$ cat config.mk
export PLATFORM = sky130hd
export DESIGN_NAME = div_trap_unit
export DESIGN_NICKNAME = d
export VERILOG_FILES = /design/src/rtl/div_trap_pkg.sv /design/src/rtl/div_operand_prep.sv /design/src/rtl/div_shift_core.sv /design/src/rtl/div_sign_fix.sv /design/src/rtl/div_trap_unit.sv
export SDC_FILE = /design/constraint.sdc
export NUM_CORES = 1
export LEC_CHECK = 0
export ABC_CLOCK_PERIOD_IN_PS = 2500
export BUFFER_PORTS_ARGS = -buffer_cell sky130_fd_sc_hd__buf_2
export CAP_MARGIN = 20
export CORE_MARGIN = 8
export CORE_UTILIZATION = 35
export CTS_BUF_LIST = sky130_fd_sc_hd__clkbuf_16
export DETAILED_ROUTE_END_ITERATION = 8
export GPL_TIMING_DRIVEN = 0
export PLACE_DENSITY = 0.66
export SKIP_CTS_REPAIR_TIMING = 1
export SYNTH_ARGS = -nofsm -noshare
export SYNTH_HDL_FRONTEND = slang
export SYNTH_HIERARCHICAL = 1
export SYNTH_SLANG_ARGS = --single-unit
$ cat constraint.sdc
create_clock -name clk_i -period 2.5 [get_ports clk_i]
set_input_delay 0.625 -clock clk_i [delete_from_list [all_inputs] [get_ports clk_i]]
set_output_delay 0.625 -clock clk_i [all_outputs]
set_load 0.03 [all_outputs]
$ cat src/rtl/div_trap_pkg.sv
package div_trap_pkg;
  typedef enum logic [1:0] {ST_IDLE, ST_RUN, ST_FIN} div_state_e;
endpackage

$ cat src/rtl/div_operand_prep.sv
module div_operand_prep #(
  parameter int W = 16
) (
  input  logic           signed_i,
  input  logic [W-1:0]   hi_i,
  input  logic [W-1:0]   lo_i,
  input  logic [W-1:0]   dvs_i,
  output logic [2*W-1:0] dvd_mag_o,
  output logic [W-1:0]   dvs_mag_o,
  output logic           dvd_neg_o,
  output logic           dvs_neg_o,
  output logic           early_err_o
);
  logic [2*W-1:0] dvd;

  assign dvd       = {hi_i, lo_i};
  // sign lives in the top bit of the high half only
  assign dvd_neg_o = signed_i & dvd[2*W-1];
  assign dvs_neg_o = signed_i & dvs_i[W-1];
  assign dvd_mag_o = dvd_neg_o ? ((2*W)'(0) - dvd) : dvd;
  assign dvs_mag_o = dvs_neg_o ? (W'(0) - dvs_i) : dvs_i;
  // quotient magnitude fits W bits iff high magnitude < divisor magnitude
  assign early_err_o = (dvs_mag_o == '0) || (dvd_mag_o[2*W-1:W] >= dvs_mag_o);
endmodule

$ cat src/rtl/div_shift_core.sv
module div_shift_core #(
  parameter int W = 16
) (
  input  logic           clk_i,
  input  logic           rst_ni,
  input  logic           load_i,
  input  logic           step_i,
  input  logic [2*W-1:0] dvd_mag_i,
  input  logic [W-1:0]   dvs_mag_i,
  output logic [W-1:0]   quo_o,
  output logic [W-1:0]   rem_o
);
  logic [W-1:0] rem_q, acc_q, dvs_q;
  logic [W:0]   shifted;
  logic         take;

  assign shifted = {rem_q, acc_q[W-1]};
  assign take    = shifted >= {1'b0, dvs_q};

  always_ff @(posedge clk_i or negedge rst_ni) begin
    if (!rst_ni) begin
      rem_q <= '0;
      acc_q <= '0;
      dvs_q <= '0;
    end else if (load_i) begin
      rem_q <= dvd_mag_i[2*W-1:W];
      acc_q <= dvd_mag_i[W-1:0];
      dvs_q <= dvs_mag_i;
    end else if (step_i) begin
      rem_q <= take ? (shifted[W-1:0] - dvs_q) : shifted[W-1:0];
      acc_q <= {acc_q[W-2:0], take};
    end
  end

  assign quo_o = acc_q;
  assign rem_o = rem_q;

  // partial remainder stays below divisor magnitude throughout the loop
  assert_rem_bound_R5: assert property (@(posedge clk_i) disable iff (!rst_ni)
    step_i |-> (rem_q < dvs_q));
endmodule

$ cat src/rtl/div_sign_fix.sv
module div_sign_fix #(
  parameter int W = 16
) (
  input  logic         signed_i,
  input  logic         quo_neg_i,
  input  logic         rem_neg_i,
  input  logic [W-1:0] quo_mag_i,
  input  logic [W-1:0] rem_mag_i,
  output logic [W-1:0] quo_o,
  output logic [W-1:0] rem_o,
  output logic         range_err_o
);
  localparam logic [W-1:0] MinMag = W'(1) << (W-1);

  assign quo_o = quo_neg_i ? (W'(0) - quo_mag_i) : quo_mag_i;
  assign rem_o = rem_neg_i ? (W'(0) - rem_mag_i) : rem_mag_i;
  assign range_err_o = signed_i &&
                       (quo_neg_i ? (quo_mag_i > MinMag) : quo_mag_i[W-1]);
endmodule

$ cat src/rtl/div_trap_unit.sv
module div_trap_unit
  import div_trap_pkg::*;
#(
  parameter int W = 16
) (
  input  logic         clk_i,
  input  logic         rst_ni,
  input  logic         start_i,
  input  logic         signed_i,
  input  logic [W-1:0] dvd_hi_i,
  input  logic [W-1:0] dvd_lo_i,
  input  logic [W-1:0] dvs_i,
  output logic         busy_o,
  output logic         done_o,
  output logic         err_o,
  output logic [W-1:0] quo_o,
  output logic [W-1:0] rem_o
);
  localparam int CW = (W > 2) ? $clog2(W) : 1;
  localparam logic [CW-1:0] LastCnt = CW'(W - 1);

  div_state_e     state_q;
  logic [CW-1:0]  cnt_q;
  logic           sgn_q, qneg_q, rneg_q, early_q;
  logic           done_q, err_q;
  logic [W-1:0]   quo_q, rem_q;

  logic [2*W-1:0] dvd_mag;
  logic [W-1:0]   dvs_mag, core_quo, core_rem, fix_quo, fix_rem;
  logic           dvd_neg, dvs_neg, early_err, range_err, accept, fin_err;

  assign accept = (state_q == ST_IDLE) && start_i;

  div_operand_prep #(.W(W)) u_prep (
    .signed_i   (signed_i),
    .hi_i       (dvd_hi_i),
    .lo_i       (dvd_lo_i),
    .dvs_i      (dvs_i),
    .dvd_mag_o  (dvd_mag),
    .dvs_mag_o  (dvs_mag),
    .dvd_neg_o  (dvd_neg),
    .dvs_neg_o  (dvs_neg),
    .early_err_o(early_err)
  );

  div_shift_core #(.W(W)) u_core (
    .clk_i    (clk_i),
    .rst_ni   (rst_ni),
    .load_i   (accept),
    .step_i   (state_q == ST_RUN),
    .dvd_mag_i(dvd_mag),
    .dvs_mag_i(dvs_mag),
    .quo_o    (core_quo),
    .rem_o    (core_rem)
  );

  div_sign_fix #(.W(W)) u_fix (
    .signed_i   (sgn_q),
    .quo_neg_i  (qneg_q),
    .rem_neg_i  (rneg_q),
    .quo_mag_i  (core_quo),
    .rem_mag_i  (core_rem),
    .quo_o      (fix_quo),
    .rem_o      (fix_rem),
    .range_err_o(range_err)
  );

  assign fin_err = early_q | range_err;

  always_ff @(posedge clk_i or negedge rst_ni) begin
    if (!rst_ni) begin
      state_q <= ST_IDLE;
      cnt_q   <= '0;
      sgn_q   <= 1'b0;
      qneg_q  <= 1'b0;
      rneg_q  <= 1'b0;
      early_q <= 1'b0;
      done_q  <= 1'b0;
      err_q   <= 1'b0;
      quo_q   <= '0;
      rem_q   <= '0;
    end else begin
      done_q <= 1'b0;
      err_q  <= 1'b0;
      unique case (state_q)
        ST_IDLE: if (start_i) begin
          sgn_q   <= signed_i;
          qneg_q  <= dvd_neg ^ dvs_neg;
          rneg_q  <= dvd_neg;
          early_q <= early_err;
          cnt_q   <= '0;
          state_q <= early_err ? ST_FIN : ST_RUN;
        end
        ST_RUN: begin
          cnt_q <= cnt_q + 1'b1;
          if (cnt_q == LastCnt) state_q <= ST_FIN;
        end
        ST_FIN: begin
          done_q  <= 1'b1;
          err_q   <= fin_err;
          if (!fin_err) begin
            quo_q <= fix_quo;
            rem_q <= fix_rem;
          end
          state_q <= ST_IDLE;
        end
        default: state_q <= ST_IDLE;
      endcase
    end
  end

  assign busy_o = (state_q != ST_IDLE);
  assign done_o = done_q;
  assign err_o  = err_q;
  assign quo_o  = quo_q;
  assign rem_o  = rem_q;

  assert_done_pulse_R7: assert property (@(posedge clk_i) disable iff (!rst_ni)
    done_o |=> !done_o);
  assert_err_with_done_R7: assert property (@(posedge clk_i) disable iff (!rst_ni)
    err_o |-> done_o);
  assert_hold_on_err_R6: assert property (@(posedge clk_i) disable iff (!rst_ni)
    (done_o && err_o) |-> ($stable(quo_o) && $stable(rem_o)));
  assert_zero_div_fast_R3: assert property (@(posedge clk_i) disable iff (!rst_ni)
    (accept && dvs_i == '0) |=> (state_q == ST_FIN));
  assert_idle_at_done_R8: assert property (@(posedge clk_i) disable iff (!rst_ni)
    done_o |-> !busy_o);
  assert_cnt_range_R8: assert property (@(posedge clk_i) disable iff (!rst_ni)
    (state_q == ST_RUN) |-> (cnt_q <= LastCnt));
endmodule

==> results of run 1 <==
## critical path: stages
cell and delay, ns:
buf_8 0.10, or4_4 0.54, or3_4 0.37, nor3_4 0.29, and2_4 0.23, a21oi_4 0.07
xor2_2 0.24, ha_1 0.28, a21o_1 0.16, a21o_1 0.20, a2111oi_4 0.29, o21ai_1 0.11
a21oi_2 0.17, o41ai_4 0.12, o22ai_1 0.19
## layer usage
layer  global-route usage  up-vias  share of wire
met3               0.0374       20          0.058
met4               0.0341        2          0.011
met5                    0        -        0.00039
met2                0.243      173           0.45
met1                0.222     3060           0.48
li1                     -     2987              -
## cell type report
type                            instances  area, um^2  share of cell area
Timing Repair Buffer                  117         793              0.0890
Inverter                               52         195              0.0219
Sequential cell                        92        2320               0.260
Clock buffer                            9         225              0.0253
Clock inverter                          7        82.6             0.00926
Multi-Input combinational cell        590        4730               0.530
Tap cell                              270         338              0.0379
Buffer                                 35         238              0.0267
## flip-flops by register name (all words and copies together) (netlist names)
name,flops
qneg_q,1
rem_o,16
u_core/dvs_q,16
early_q,1
u_core/quo_o,16
quo_o,16
u_core/rem_o,16
err_o,1
sgn_q,1
rneg_q,1
cnt_q,4
state_q,2
done_o,1
## logic make-up (layout without fill, tap and decap cells)
group / count (synthesis) / after routing / share of synthesized area
and+or+nand+nor: 211 / 211 / 0.162
AOI/OAI and AO/OA: 193 / 193 / 0.182
DFF: 92 / 92 / 0.325
buffers and inverters: 89 / 220 / 0.0593
xor gates and xnor gates: 83 / 83 / 0.104
muxes: 65 / 65 / 0.0992
adders and majority gates: 38 / 38 / 0.0683
## power by group
part,leakage [nW],internal (mW),total (mW),switching (mW)
Combinational,2.67,3.70,7.99,4.29
Clock,0.152,0.795,1.44,0.648
Sequential,1.14,2.21,2.94,0.735
## synthesized netlist by cell type (4+ instances only)
cell	instances	area, um^2
a21oi_1	44	220
o41ai_1	8	70.1
nand3_1	6	30.0
nor3b_1	13	97.6
nor2_1	41	154
o41ai_2	4	65.1
nor3_1	11	55.1
buf_4	5	37.5
mux2_2	34	383
mux2i_1	27	270
inv_1	50	188
dfrtp_1	92	2300
xor2_1	23	201
xnor2_1	59	517
nand4_1	9	56.3
a21o_1	11	82.6
buf_2	4	20.0
or4_4	7	78.8
o21ai_0	55	275
clkbuf_1	19	71.3
o31ai_1	14	105
ha_1	37	463
a31oi_1	4	25.0
nor2b_1	4	25.0
o21ai_1	17	85.1
nand2_1	75	282
buf_6	6	67.6
nor4_1	4	25.0
or3_1	6	37.5
nand2b_1	8	50.1
## per-stage QoR
step	instances	setup TNS (ns)
after floorplan	771	-3.26
after global placement	1125	-30.26
after detailed placement	1126	-22.02
after CTS	1142	-18.20
after global routing	1172	-10.64
final	1172	-8.33
## final timing paths
kind,startpoint,end,slack (ns),cells after the start
min,rst_ni,quo_o[4]$_DFFE_PN0P_,0.20,1
min in group clk_i,cnt_q[3]$_DFFE_PN0P_,cnt_q[3]$_DFFE_PN0P_,0.48,1
max in group asynchronous,rst_ni,u_core/rem_o[12]$_DFFE_PN0P_,1.62,2
max reg2reg,u_core/quo_o[10]$_DFFE_PN0P_,rem_o[3]$_DFFE_PN0P_,-0.15,8
min reg2reg,cnt_q[3]$_DFFE_PN0P_,cnt_q[3]$_DFFE_PN0P_,0.48,1
max,dvd_lo_i[15],state_q[0]$_DFFE_PN0P_,-1.20,15
==> impl_metrics.tcl, run 1 <==
set metrics [dict create \
    yosysWarnings 6 \
    synth-main-ff-cell "dfrtp_1" \
    fin_nets 987 \
    layout_common_cells "buf_2, dfrtp_1, nand2_1" \
    cp_data_arrival_time_ns 3.97 \
    cts.path.max_buffers 2 \
    core_mm2 0.0200 \
    layout_commonest_cell "buf_2" \
    clkSlewWorstSetupHoldPaths_ns 0.07 \
    post-route-drc-count 0 \
    place_worst_setup_slack_ns -1.66 \
    antenna_found_initial 1 \
    dp_hpwl_um 15400 \
    worstMarginPinSlew_ns 0.810 \
    drv_slew 0 \
    finish.instance_area_mm2 0.00891 \
    io_buffers 84 \
    vias 6242 \
    grt_max_degree 62 \
    fin_crit_sh 1.48 \
    areaGrowthSynthToFinish_pct 26.0 \
    grt_overflow 0 \
    worst_setup_path_start_kind "input port" \
    violations "setup timing" \
    cp_max_fo 4 \
    fillers 1970 \
    fp.dieArea_mm2 0.0250 \
    outcome "finished, violations left" \
    start_util 0.353 \
    peakVddDrop_v 0.000651 \
    powerDensity_mw_per_mm2 1390 \
    cts-root-buf "clkbuf_16" \
    rows 52 \
    first_pass_iters 5 \
    numClockSinks 92 \
    routed_wl_um 20600 \
    critPathKind "input port to flip-flop" \
    drive_above_1_share 0.300 \
    whs_ns 0.201 \
    yosys_register_bits 92 \
    h-tree-depth 3 \
    ys_seq_area_frac 0.325 \
    avgSynthCellArea_um2 9.17 \
    syn_nets 861 \
    post_drt_via_cell_ratio 5.33 \
    clk_latency_ns 0.36 \
    setup_violations 43 \
    diodes 0 \
    drt-initial-drc-count 478 \
    dieHeight_um 158 \
    cts_buffers 9 \
    crit_required_ns 2.78 \
    place_congestion 0.865 \
    hold_violations 0 \
    cts_tree "built" \
    p_total_mw 12.4 \
    die_x_um 158 \
    postRouteAntennaNets 0 \
    final_util 0.445 \
    yosysUniqueCellTypes 76 \
    setup_ws_ns -1.20 \
    wl_per_cell_um 17.5 \
    fmax_mhz 270 \
    cp-end-kind "flip-flop" \
    grt_pass1_vias 5930 \
    rsz0062_at_grt "yes" \
    relSlewSlack 0.460 \
    io_pins 87 \
    post_dp_cell_area_mm2 0.00788 \
    grt_pass1_wl_um 31400 \
    skew_ns 0.00568 \
    gr-usage-all-layers 0.159 \
    synth_area_mm2 0.00707 \
    min_period_ns 3.70 \
    cap_violations 0 \
    synth_edf_count 0 \
    min_path_type "input port to async pin" \
    p_leak_nw 3.97 \
    ys_async_sr_fraction 1.00 \
    syn_inst 771 \
]
(Power assumes the default switching activity.)
==> run 2, diff against run 1 <==
--- a/config.mk
+++ b/config.mk
@@ -6,7 +6,7 @@
 export NUM_CORES = 1
 export LEC_CHECK = 0
 export ABC_CLOCK_PERIOD_IN_PS = 2500
-export BUFFER_PORTS_ARGS = -buffer_cell sky130_fd_sc_hd__buf_2
+export BUFFER_PORTS_ARGS = -buffer_cell sky130_fd_sc_hd__buf_4
 export CAP_MARGIN = 20
 export CORE_MARGIN = 8
 export CORE_UTILIZATION = 35
==> impl_metrics.tcl, run 2 (synthesis results as in run 1) <==
set metrics [dict create \
    powerDensity_mw_per_mm2 1410 \
    worstMarginPinSlew_ns 0.804 \
    drt-initial-drc-count 457 \
    numClockSinks 92 \
    fin_cells 1180 \
    whs_ns 0.255 \
    fin_crit_sh 1.51 \
    areaGrowthSynthToFinish_pct 32.7 \
    outcome "finished, violations left" \
    grt_util_met2 0.253 \
    cp_cell_sequence "buf_8 -> or4_4 -> or3_4 -> nor3_4 -> buf_4 -> buf_6 -> nand3_4 -> o31ai_4 -> xnor2_2 -> ha_1 -> or3_1 -> o2111ai_1 -> o21ai_1 -> a21oi_2 -> o41ai_4 -> nand2_1 -> nand2_1" \
    critPathKind "input port to flip-flop" \
    place_inst 1126 \
    setup_violations 42 \
    cts_tree "built" \
    dp_hpwl_um 15700 \
    io_buffers 84 \
    grt_overflow 0 \
    cpLargestDelayFamily "simple AND/OR/NAND/NOR gates" \
    grt_use_met1 0.222 \
    layout_commonest_cell "buf_4" \
    min_period_ns 3.78 \
    clkSlewWorstSetupHoldPaths_ns 0.06 \
    cap_violations 0 \
    top_usage_layer "met2" \
    post_dp_cell_area_mm2 0.00809 \
    worst_setup_path_start_kind "input port" \
    rsz0062_at_grt "yes" \
    crit_required_ns 2.74 \
    post_drt_via_cell_ratio 5.33 \
    finish.instance_area_mm2 0.00938 \
    reg2reg_depth 8 \
    die_x_um 158 \
    first_pass_iters 5 \
    cp-end-kind "flip-flop" \
    core_mm2 0.0200 \
    crit_top_cell "nand2_1" \
    grt_max_degree 54 \
    cts_buffers 9 \
    hold_violations 0 \
    skew_ns 0.00830 \
    fp.dieArea_mm2 0.0250 \
    cts.path.max_buffers 2 \
    gr-usage-all-layers 0.160 \
    clk_latency_ns 0.35 \
    antenna_found_initial 0 \
    critPathSlowestCell "or4_4" \
    setup_ws_ns -1.28 \
    cp_max_fo 3 \
    diodes 0 \
    met3_usage 0.0349 \
    grt_pass1_wl_um 31700 \
    postRouteAntennaNets 0 \
    io_pins 87 \
    h-tree-depth 3 \
    post-route-drc-count 0 \
    fmax_mhz 264 \
    wl_per_cell_um 18.0 \
    layout_common_cells "buf_4, dfrtp_1, nand2_1" \
    grt_pass1_vias 5941 \
    r2r_setup_slack_ns -0.17 \
    min_path_type "input port to async pin" \
    cts-root-buf "clkbuf_16" \
    drv_slew 0 \
    worstReg2RegStart "u_core/quo_o[11]$_DFFE_PN0P_" \
    r2r_end "rem_o[15]$_DFFE_PN0P_" \
    p_leak_nw 4.10 \
    max_stage_delay_ns 0.53 \
    fin_nets 995 \
    start_util 0.353 \
    relSlewSlack 0.464 \
    fillers 1882 \
    vias 6293 \
    cp_data_arrival_time_ns 4.02 \
    dieHeight_um 158 \
    place_congestion 0.859 \
    violations "setup timing" \
    rows 52 \
    final_util 0.468 \
    cp_num_buf_inv 3 \
    drive_above_1_share 0.327 \
    routed_wl_um 21200 \
    peakVddDrop_v 0.000666 \
]
-- run 2: cell count changes in the layout (fill, tap and decap cells not counted), sizes merged --
cell / before / now
clkinv: 2 / 1
buf: 130 / 139
inv: 56 / 55
clkbuf: 31 / 30
bufinv: 1 / 3
-- run 2: cell type report --
type                       instances  area [um^2]  share of cell area
clock buffer                       9          225              0.0240
timing repair buffer             125         1060               0.113
tap                              270          338              0.0360
sequential                        92         2320               0.247
inverter                          52          195              0.0208
clock inverter                     7          123              0.0131
multi-input combinational        590         4870               0.519
buffer                            35          249              0.0265
-- run 2: metal layers --
| layer | routed length (um) | up-vias | part of all wire |
|---|---|---|---|
| li1 | - | 3010 | - |
| met1 | 10100 | 3115 | 0.48 |
| met2 | 9830 | 151 | 0.46 |
| met3 | 1040 | 17 | 0.049 |
| met4 | 201 | 0 | 0.0095 |
| met5 | 0 | - | 0 |
-- run 2: worst max-delay path by stage --
stage	endpoint	startpoint	cells past startpoint	slack, ns
detailed placement	state_q[1]$_DFFE_PN0P_	dvd_lo_i[15]	16	-1.70
CTS	state_q[1]$_DFFE_PN0P_	dvd_lo_i[15]	16	-1.37
global placement	state_q[1]$_DFFE_PN0P_	dvd_lo_i[15]	16	-1.69
global route	state_q[1]$_DFFE_PN0P_	dvd_lo_i[15]	17	-1.38
finish	state_q[1]$_DFFE_PN0P_	dvd_lo_i[15]	17	-1.28
floorplan	state_q[1]$_DFFE_PN0P_	dvd_lo_i[15]	15	-1.09
-- run 2: power by group --
part | leakage [nW] | switching, mW | internal [mW]
Clock | 0.173 | 0.612 | 0.986
Combinational | 2.78 | 4.47 | 4.17
Sequential | 1.14 | 0.791 | 2.21
Total | 4.10 | 5.88 | 7.37
-- run 2: through the flow --
| stage | setup WS (ns) | power, mW | setup TNS, ns |
|---|---|---|---|
| final | -1.28 | 13.2 | -9.06 |
| after global routing | -1.38 | 14.1 | -11.93 |
| after CTS | -1.37 | 11.6 | -18.79 |
| after detailed placement | -1.70 | 9.94 | -21.86 |
| after global placement | -1.69 | 9.79 | -20.78 |
| after floorplan | -1.09 | 8.01 | -3.26 |
==> run 3, diff against run 2 <==
--- a/config.mk
+++ b/config.mk
@@ -5,9 +5,8 @@
 export SDC_FILE = /design/constraint.sdc
 export NUM_CORES = 1
 export LEC_CHECK = 0
-export ABC_CLOCK_PERIOD_IN_PS = 2500
+export ABC_CLOCK_PERIOD_IN_PS = 3000
 export BUFFER_PORTS_ARGS = -buffer_cell sky130_fd_sc_hd__buf_4
-export CAP_MARGIN = 20
 export CORE_MARGIN = 8
 export CORE_UTILIZATION = 35
 export CTS_BUF_LIST = sky130_fd_sc_hd__clkbuf_16
@@ -15,6 +14,7 @@
 export GPL_TIMING_DRIVEN = 0
 export PLACE_DENSITY = 0.66
 export SKIP_CTS_REPAIR_TIMING = 1
+export SLEW_MARGIN = 20
 export SYNTH_ARGS = -nofsm -noshare
 export SYNTH_HDL_FRONTEND = slang
 export SYNTH_HIERARCHICAL = 1
==> constraint.sdc (replaced) <==
create_clock -name clk_i -period 3 [get_ports clk_i]
set_input_delay 0.75 -clock clk_i [delete_from_list [all_inputs] [get_ports clk_i]]
set_output_delay 0.75 -clock clk_i [all_outputs]
set_load 0.03 [all_outputs]
==> impl_metrics.tcl, run 3 (synthesis results as in run 1) <==
set metrics [dict create \
    grt_max_degree 93 \
    cap_violations 0 \
    postRouteAntennaNets 0 \
    topRoutingLayerUsed "met4" \
    peakVddDrop_v 0.000396 \
    m1WireLength_um 9540 \
    fin_cells 1146 \
    p_leak_nw 3.80 \
    first_pass_iters 4 \
    core_mm2 0.0200 \
    skew_ns 0.00949 \
    outcome "finished, violations left" \
    fp.dieArea_mm2 0.0250 \
    cp_data_arrival_time_ns 4.08 \
    cts.path.max_buffers 2 \
    wl_met2_um 8210 \
    cp_cell_sequence "buf_6 -> or4_4 -> or3_4 -> nor3_4 -> and2_4 -> a21oi_4 -> xor2_2 -> ha_1 -> a21o_1 -> a21o_1 -> a2111oi_2 -> o21ai_1 -> a21oi_2 -> o41ai_4 -> nand2_1 -> nand2_1" \
    post_drt_via_cell_ratio 5.23 \
    fin_nets 961 \
    rows 52 \
    antenna_found_initial 0 \
    setup_violations 3 \
    hold_violations 0 \
    place_congestion 0.910 \
    grt_overflow 0 \
    drive_above_1_share 0.235 \
    layout_common_cells "dfrtp_1, buf_4, nand2_1" \
    fin_crit_sh 1.28 \
    worstMarginPinSlew_ns 0.901 \
    clkSlewWorstSetupHoldPaths_ns 0.07 \
    wl_per_cell_um 16.7 \
    min_path_type "input port to async pin" \
    diodes 0 \
    drt-initial-drc-count 367 \
    grt_pass1_wl_um 31000 \
    powerDensity_mw_per_mm2 1110 \
    finish.instance_area_mm2 0.00854 \
    setup_ws_ns -0.841 \
    gr-usage-all-layers 0.155 \
    cp_max_fo 5 \
    worst_setup_path_start_kind "input port" \
    io_buffers 84 \
    fmax_mhz 260 \
    cts_tree "built" \
    crit_required_ns 3.24 \
    areaGrowthSynthToFinish_pct 20.8 \
    fillers 2066 \
    post_dp_cell_area_mm2 0.00805 \
    critPathSlowestCell "or4_4" \
    relSlewSlack 0.400 \
    place_inst 1125 \
    critPathKind "input port to flip-flop" \
    cts_buffers 9 \
    dp_hpwl_um 15200 \
    drv_slew 0 \
    h-tree-depth 3 \
    max_stage_delay_ns 0.54 \
    routed_wl_um 19100 \
    met3_length_um 1040 \
    rsz0062_at_grt "yes" \
    dieHeight_um 158 \
    reg2reg_depth 10 \
    cp-end-kind "flip-flop" \
    clk_latency_ns 0.35 \
    start_util 0.353 \
    numClockSinks 92 \
    min_period_ns 3.84 \
    vias 5994 \
    post-route-drc-count 0 \
    violations "setup timing" \
    cts-root-buf "clkbuf_16" \
    io_pins 87 \
    grt_pass1_vias 5937 \
    layout_commonest_cell "dfrtp_1" \
    die_x_um 158 \
]
run 3: cell count changes in the layout (fill, tap and decap cells not counted), moves of 8 or more:
| cell | delta |
|---|---|
| buf_4 | -27 |
| dfrtp_2 | -13 |
| mux2_4 | -32 |
| mux2_2 | +30 |
| ha_1 | +13 |
| dfrtp_1 | +13 |
| ha_4 | -8 |
run 3: per-stage QoR:
| step | power, mW | hold slack (ns) | setup TNS (ns) | setup WS, ns | utilization |
|---|---|---|---|---|---|
| floorplan | 6.67 | 0.444 | -2.12 | -0.716 | - |
| global placement | 8.05 | 0.470 | -4.13 | -1.34 | 0.402 |
| detailed placement | 8.16 | 0.473 | -4.13 | -1.33 | 0.402 |
| CTS | 9.42 | 0.487 | -2.92 | -0.982 | 0.418 |
| global route | 10.2 | 0.512 | -2.87 | -0.969 | 0.426 |
| finish | 9.44 | 0.470 | -2.50 | -0.841 | 0.426 |
run 3: power by group:
| part | internal [mW] | switching, mW |
|---|---|---|
| clock | 0.734 | 0.490 |
| sequential | 1.82 | 0.615 |
| combinational | 2.61 | 3.17 |
| total | 5.16 | 4.28 |
run 3: worst max-delay path, delay by kind of cell:
family | cells | cell delay, ns
adders and majority gates | 1 | 0.29
AOI/OAI and AO/OA | 7 | 1.13
and+or+nand+nor | 6 | 1.61
xor gates and xnor gates | 1 | 0.20
buffers and inverters | 1 | 0.09
run 3: path summary, 6_finish.rpt:
kind	start	end	slack, ns
hold reg to reg	cnt_q[3]$_DFFE_PN0P_	cnt_q[3]$_DFFE_PN0P_	0.48
hold / removal	rst_ni	quo_o[5]$_DFFE_PN0P_	0.47
setup reg to reg	u_core/quo_o[15]$_DFFE_PN0P_	u_core/rem_o[14]$_DFFE_PN0P_	0.16
setup / recovery	dvd_lo_i[15]	early_q$_DFFE_PN0P_	-0.84
min in group clk_i	cnt_q[3]$_DFFE_PN0P_	cnt_q[3]$_DFFE_PN0P_	0.48
max in group asynchronous	rst_ni	u_core/dvs_q[5]$_DFFE_PN0P_	1.96
run 3: final cells by class:
| class | instances | area [um^2] | area share |
|---|---|---|---|
| Multi-Input combinational cell | 590 | 4480 | 0.525 |
| Clock buffer | 9 | 225 | 0.0264 |
| Inverter | 52 | 195 | 0.0229 |
| Buffer | 37 | 224 | 0.0262 |
| Clock inverter | 7 | 97.6 | 0.0114 |
| Sequential cell | 92 | 2300 | 0.270 |
| Timing Repair Buffer | 89 | 679 | 0.0795 |
| Tap cell | 270 | 338 | 0.0395 |
run 3: metal layers:
metal	GRT usage	vias up
li1	-	2940
met1	0.226	2865
met2	0.229	166
met3	0.0251	23
met4	0.0449	0
met5	0	-
